<file path="src/rtl/alu_pkg.sv">
package alu_pkg;

  localparam int DATA_W  = 32;
  localparam int SHAMT_W = $clog2(DATA_W);

  typedef enum logic [2:0] {
    OP_ADD = 3'd0,
    OP_SUB = 3'd1,
    OP_SLL = 3'd2,
    OP_SRL = 3'd3,
    OP_SRA = 3'd4
  } alu_op_e;

  typedef enum logic [3:0] {
    CC_NEVER = 4'd0,
    CC_EQ    = 4'd1,
    CC_NE    = 4'd2,
    CC_SLT   = 4'd3,
    CC_SLE   = 4'd4,
    CC_SGE   = 4'd5,
    CC_SGT   = 4'd6,
    CC_ULT   = 4'd7,
    CC_ULE   = 4'd8,
    CC_UGE   = 4'd9,
    CC_UGT   = 4'd10,
    CC_NEG   = 4'd11,
    CC_POS   = 4'd12,
    CC_OVF   = 4'd13,
    CC_NOVF  = 4'd14,
    CC_ALWAYS = 4'd15
  } cond_e;

  typedef struct packed {
    logic n;
    logic z;
    logic v;
    logic c;
  } flags_t;

endpackage

</file>
<file path="src/rtl/alu_addsub.sv">
module alu_addsub
  import alu_pkg::*;
#(
  parameter int W = DATA_W
) (
  input  logic [W-1:0] a,
  input  logic [W-1:0] b,
  input  logic         sub,
  output logic [W-1:0] sum,
  output flags_t       fl
);

  logic [W-1:0] b_eff;
  logic [W:0]   full;

  always_comb begin
    b_eff = sub ? ~b : b;
    full  = {1'b0, a} + {1'b0, b_eff} + {{W{1'b0}}, sub};
    sum   = full[W-1:0];
    fl.n  = full[W-1];
    fl.z  = (full[W-1:0] == '0);
    // same-sign inputs to the adder producing a differently signed sum
    fl.v  = (a[W-1] == b_eff[W-1]) && (full[W-1] != a[W-1]);
    // subtract reports borrow rather than raw carry
    fl.c  = sub ? ~full[W] : full[W];
  end

endmodule

</file>
<file path="src/rtl/alu_shifter.sv">
module alu_shifter
  import alu_pkg::*;
#(
  parameter int W   = DATA_W,
  parameter int SHW = $clog2(W)
) (
  input  logic [W-1:0]   val,
  input  logic [SHW-1:0] amt,
  input  logic           left,
  input  logic           arith,
  output logic [W-1:0]   out
);

  logic [W-1:0] pre;
  logic [W-1:0] post;
  logic         fill;
  logic [W-1:0] stg [SHW+1];

  // left shifts reuse the right-shift stages on a bit-reversed operand
  for (genvar i = 0; i < W; i++) begin : g_rev
    assign pre[i] = left ? val[W-1-i]  : val[i];
    assign out[i] = left ? post[W-1-i] : post[i];
  end

  assign fill   = arith & ~left & val[W-1];
  assign stg[0] = pre;

  for (genvar k = 0; k < SHW; k++) begin : g_stage
    localparam int D = 1 << k;
    assign stg[k+1] = amt[k] ? {{D{fill}}, stg[k][W-1:D]} : stg[k];
  end

  assign post = stg[SHW];

endmodule

</file>
<file path="src/rtl/alu_cond.sv">
module alu_cond
  import alu_pkg::*;
(
  input  flags_t     fl,
  input  logic [3:0] sel,
  output logic       take
);

  logic lt_s;

  always_comb begin
    lt_s = fl.n ^ fl.v;
    unique case (sel)
      CC_NEVER:  take = 1'b0;
      CC_EQ:     take = fl.z;
      CC_NE:     take = ~fl.z;
      CC_SLT:    take = lt_s;
      CC_SLE:    take = fl.z | lt_s;
      CC_SGE:    take = ~lt_s;
      CC_SGT:    take = ~(fl.z | lt_s);
      CC_ULT:    take = fl.c;
      CC_ULE:    take = fl.c | fl.z;
      CC_UGE:    take = ~fl.c;
      CC_UGT:    take = ~fl.c & ~fl.z;
      CC_NEG:    take = fl.n;
      CC_POS:    take = ~fl.n;
      CC_OVF:    take = fl.v;
      CC_NOVF:   take = ~fl.v;
      default:   take = 1'b1;
    endcase
  end

endmodule

</file>
<file path="src/rtl/alu_flag_core.sv">
module alu_flag_core
  import alu_pkg::*;
#(
  parameter int W   = DATA_W,
  parameter int SHW = $clog2(W)
) (
  input  logic         clk,
  input  logic         rst,
  input  logic [W-1:0] op_a,
  input  logic [W-1:0] op_b,
  input  logic [2:0]   op_sel,
  input  logic         flag_we,
  input  logic [3:0]   cond_sel,
  output logic [W-1:0] result,
  output logic [3:0]   flags,
  output logic         br_taken
);

  logic [W-1:0] sum;
  logic [W-1:0] shv;
  flags_t       fl_new;
  flags_t       fl_q;
  logic         take_d;
  logic         is_arith;
  logic         is_shift;
  logic [W-1:0] res_d;
  logic [W-1:0] res_q;
  logic         take_q;

  assign is_arith = (op_sel == OP_ADD) || (op_sel == OP_SUB);
  assign is_shift = (op_sel == OP_SLL) || (op_sel == OP_SRL) || (op_sel == OP_SRA);

  alu_addsub #(.W(W)) u_addsub (
    .a   (op_a),
    .b   (op_b),
    .sub (op_sel == OP_SUB),
    .sum (sum),
    .fl  (fl_new)
  );

  alu_shifter #(.W(W), .SHW(SHW)) u_shift (
    .val   (op_a),
    .amt   (op_b[SHW-1:0]),
    .left  (op_sel == OP_SLL),
    .arith (op_sel == OP_SRA),
    .out   (shv)
  );

  alu_cond u_cond (
    .fl   (fl_q),
    .sel  (cond_sel),
    .take (take_d)
  );

  always_comb begin
    if (is_arith)      res_d = sum;
    else if (is_shift) res_d = shv;
    else               res_d = '0;
  end

  always_ff @(posedge clk) begin
    if (rst) begin
      res_q  <= '0;
      fl_q   <= '0;
      take_q <= 1'b0;
    end else begin
      res_q  <= res_d;
      take_q <= take_d;
      if (flag_we && is_arith) fl_q <= fl_new;
    end
  end

  assign result   = res_q;
  assign flags    = fl_q;
  assign br_taken = take_q;

  a_r12_reset_clears: assert property (@(posedge clk)
    rst |=> (res_q == '0 && fl_q == '0 && !take_q));

  a_r6_shift_keeps_flags: assert property (@(posedge clk) disable iff (rst)
    is_shift |=> $stable(fl_q));

  a_r7_we_low_keeps_flags: assert property (@(posedge clk) disable iff (rst)
    !flag_we |=> $stable(fl_q));

  a_r4_zero_matches_result: assert property (@(posedge clk) disable iff (rst)
    (flag_we && is_arith) |=> (fl_q.z == (res_q == '0)) && (fl_q.n == res_q[W-1]));

  a_r2_borrow_is_unsigned_lt: assert property (@(posedge clk) disable iff (rst)
    (flag_we && op_sel == OP_SUB) |=> (fl_q.c == ($past(op_a) < $past(op_b))));

  a_r11_eq_uses_stored_z: assert property (@(posedge clk) disable iff (rst)
    (cond_sel == CC_EQ) |=> (take_q == $past(fl_q.z)));

endmodule

</file>
<file path="config.mk">
export PLATFORM = sky130hd
export DESIGN_NAME = alu_flag_core
export DESIGN_NICKNAME = d
export VERILOG_FILES = /design/src/rtl/alu_pkg.sv /design/src/rtl/alu_addsub.sv /design/src/rtl/alu_shifter.sv /design/src/rtl/alu_cond.sv /design/src/rtl/alu_flag_core.sv
export SDC_FILE = /design/constraint.sdc
export NUM_CORES = 1
export LEC_CHECK = 0
export ABC_CLOCK_PERIOD_IN_PS = 4800
export BUFFER_PORTS_ARGS = -buffer_cell sky130_fd_sc_hd__buf_2
export CORE_MARGIN = 3
export CORE_UTILIZATION = 40
export DETAILED_ROUTE_END_ITERATION = 12
export PLACE_DENSITY = 0.64
export SYNTH_ARGS = -nofsm -noshare
export SYNTH_HDL_FRONTEND = slang
export SYNTH_SLANG_ARGS = --single-unit
export TNS_END_PERCENT = 30
</file>
<file path="constraint.sdc">
create_clock -name clk -period 4.8 [get_ports clk]
set_input_delay 0 -clock clk [delete_from_list [all_inputs] [get_ports clk]]
set_output_delay 0 -clock clk [all_outputs]
set_load 0.05 [all_outputs]
</file>
==> results by group <==
CTS
  • CTS Buf Count: 5
  • Clock root buffer: clkbuf_16
  • # hold bufs at CTS: 0
  • Clk buf depth: 2
  • Cts repair resizes: 0
  • CTS H-tree depth: 2
  • Worst-path clk slew: 0.05 ns
  • Clock Latency Late Sink: 0.27 ns
  • CTS tree: yes
  • CTS sink cnt: 37
  • Post-CTS Setup Inserts: 0

Detailed routing
  • Vias: 6216
  • DRC: 0
  • Post-DRT Antenna Nets: 0
  • WL met3: 1.650 mm
  • Drt pass-1 iters: 5
  • Post-Route WL: 20.04 mm
  • WL per Instance: 19.74 um
  • Routed met1 length: 9.036 mm
  • Drt first-iter violations: 648
  • Vias per std cell: 6.124
  • Routed met2 length: 8.637 mm
  • Max Used Layer: met4

Cells and area
  • Diode count: 0
  • Non-Filler Instances: 1015
  • Layout area overhead: 12.86%
  • Fillers: 1445
  • Share of layout cells above drive strength 1: 0.1817
  • Nets: 938

Timing
  • Final TNS setup: 0 ns
  • Slew HR: 0.3189
  • Final setup viols: 0
  • Final Critical Period: 3.979 ns
  • Fin worst setup slack: 0.8209 ns
  • Final-report hold violation count: 0
  • Fmax: 0.2513 GHz
  • Final Skew: 0.001090 ns
  • Unrepaired setup endpoints after global routing: no
  • Worst Tran Pin Value: 1.019 ns
  • Final Max Slew Viols: 0
  • Final Cycle Share: 0.8290

Worst setup path
  • CP max stage cell: or4_1
  • Worst endpoint required time: 4.99 ns
  • Crit Path Max Fanout: 24
  • Worst Path Class, Setup: in2reg
  • Critical path buffer and inverter count: 2
  • CP top delay family: simple AND/OR/NAND/NOR gates
  • Startpoint class of the critical path: primary input
  • CP cell instances: buf_2, nor3b_2, buf_4, xor2_1, ha_1, a21o_1, or3_4, o211ai_1, nor3b_1, o22ai_1, nor4_1, nand4_1, or4_1, nand4bb_1, o31ai_2
  • Critical path's largest stage delay: 0.55 ns
  • CP arrival: 4.17 ns
  • CP endpoint kind: flop

Synth
  • Syn nets: 868
  • Post-synth EDFFs: 0
  • Synth Warn #: 0
  • Mean cell area of the mapped netlist: 7.874 um^2
  • Post-Syn Area: 0.005984 mm^2
  • Netlist cell types: 72
  • Most used DFF post-synth: dfxtp_1
  • Seq cells post-synth: 37
  • Seq/Total Area, Yosys: 0.1238
  • Syn Inst Count: 760
  • FFs w/ async S/R, synth: 0

Power
  • VDD IR max: 146.5 uV
  • Total power: 1.673 mW
  • Leak: 3.023 nW
  • PwrDens: 247.7 mW/mm^2

Floorplan
  • Die Area: 0.01646 mm^2
  • Area of the core: 0.01459 mm^2
  • Io pins: 111
  • Die X-Extent: 128.3 um
  • Initial Util: 0.4102
  • Die Y: 128.3 um
  • Num rows: 44

Global routing
  • Congestion Overflow GR: 0
  • Global-route wire length before repair: 30.80 mm
  • Number of global-route vias before repair: 5604
  • Largest net degree at the start of global routing: 58
  • Initial antenna violation count: 0
  • GRT Util Overall: 0.2342

Placed design
  • DP Wirelength: 16.37 mm
  • Routability cong.: 0.9238
  • Port Buf Inserts: 110
  • Pre-CTS setup slack: 0.6695 ns
  • Placed Cells: 1007

Flow run
  • Max-cap violations: 0

Status
  • Status: finished clean

Worst hold path
  • Worst hold path type: in2reg
cell families (layout without fill, tap and decap cells):
family	after synthesis	count (layout)	synth area share
compound gates	225	225	0.2509
simple gates	200	200	0.1712
mux	137	137	0.2484
buf+inv	69	140	0.04851
xor+xnor	58	58	0.08488
flops	37	37	0.1238
fa+ha+maj	34	34	0.07234
flip-flops by register name, indices dropped and copies added (netlist names):
name,flops
result,32
br_taken,1
flags,4
Yosys cell counts, types with 13 or more instances:
library cell	number	share of area
o21ai_0	38	0.032
a21oi_1	58	0.049
nand2_1	45	0.028
clkbuf_1	35	0.022
o22ai_1	17	0.018
nor3_1	13	0.011
xor2_1	45	0.066
nor2_1	50	0.031
mux2i_1	126	0.21
xnor2_1	13	0.019
ha_1	33	0.069
a211oi_1	23	0.029
nand3_1	13	0.011
dfxtp_1	37	0.12
routing by layer:
layer,up-vias,global-route usage
met4,0,0.08552
met5,-,0
met3,39,0.02583
met1,2897,0.3432
met2,282,0.3527
li1,2998,-
worst paths after layout:
path,from,endpoint,slack (ns),cells after the start
worst min-delay path,cond_sel[3],br_taken,0.07,3
worst max-delay path,op_sel[0],flags[2],0.82,15
worst max register to register,flags[3],br_taken,3.37,5
worst min register to register,flags[0],br_taken,0.50,2
worst reg2reg max path, cell delays in order, from the launching register on:
cell     delay (ns)
dfxtp_1        0.43
xor2_1         0.26
mux2_2         0.36
nand2_1        0.07
a32oi_1        0.09
a21oi_1        0.15
metrics by stage:
stage / utilization / hold WS, ns / area, um^2
6_report: 0.4630 / 0.06638 / 6754
5_1_grt: 0.4630 / 0.07745 / 6754
4_1_cts: 0.4630 / 0.06142 / 6754
3_5_place_dp: 0.4525 / 0.3373 / 6601
3_3_place_gp: 0.4525 / 0.3555 / 6601
2_1_floorplan: - / 0.1899 / 5984
cells in the final DEF, fill, tap and decap left out, types with 4 or more instances in the layout:
| cell type | instances |
|---|---|
| and3_1 | 6 |
| mux2i_1 | 126 |
| o21ai_0 | 38 |
| nand3_1 | 13 |
| o21a_1 | 7 |
| nand2b_1 | 10 |
| buf_2 | 110 |
| o2bb2ai_1 | 5 |
| or4_1 | 5 |
| nand2_1 | 45 |
| nand4_1 | 8 |
| ha_1 | 33 |
| a221oi_1 | 4 |
| a31oi_1 | 5 |
| inv_1 | 12 |
| xor2_1 | 45 |
| mux4_2 | 9 |
| o21ai_1 | 4 |
| xnor2_1 | 13 |
| buf_4 | 9 |
| and2_1 | 11 |
| a21o_1 | 11 |
| nor3_1 | 13 |
| clkbuf_16 | 5 |
| nor2b_1 | 12 |
| a211oi_1 | 23 |
| nor4_1 | 4 |
| a21oi_1 | 58 |
| nand3b_1 | 5 |
| o22ai_1 | 17 |
| dfxtp_1 | 37 |
| a211o_1 | 4 |
| nor2_1 | 50 |
| o211ai_1 | 11 |
| o21bai_1 | 5 |
| nor3b_1 | 4 |
report_power, final:
| part | switching, mW | internal [mW] |
|---|---|---|
| Sequential | 0.00737 | 0.335 |
| Clock | 0.118 | 0.206 |
| Combinational | 0.649 | 0.358 |
| Total | 0.774 | 0.899 |
layout make-up:
class | count | area [um^2] | share of cell area
Clock buffer | 6 | 138.9 | 0.02056
Sequential cell | 37 | 740.7 | 0.1097
Timing Repair Buffer | 119 | 618.1 | 0.09152
Clock inverter | 2 | 13.76 | 0.002038
Inverter | 13 | 48.80 | 0.007225
Multi-Input combinational cell | 654 | 4964 | 0.7349
Tap cell | 184 | 230.2 | 0.03409
No activity file was read; power rests on OpenSTA's default activity.
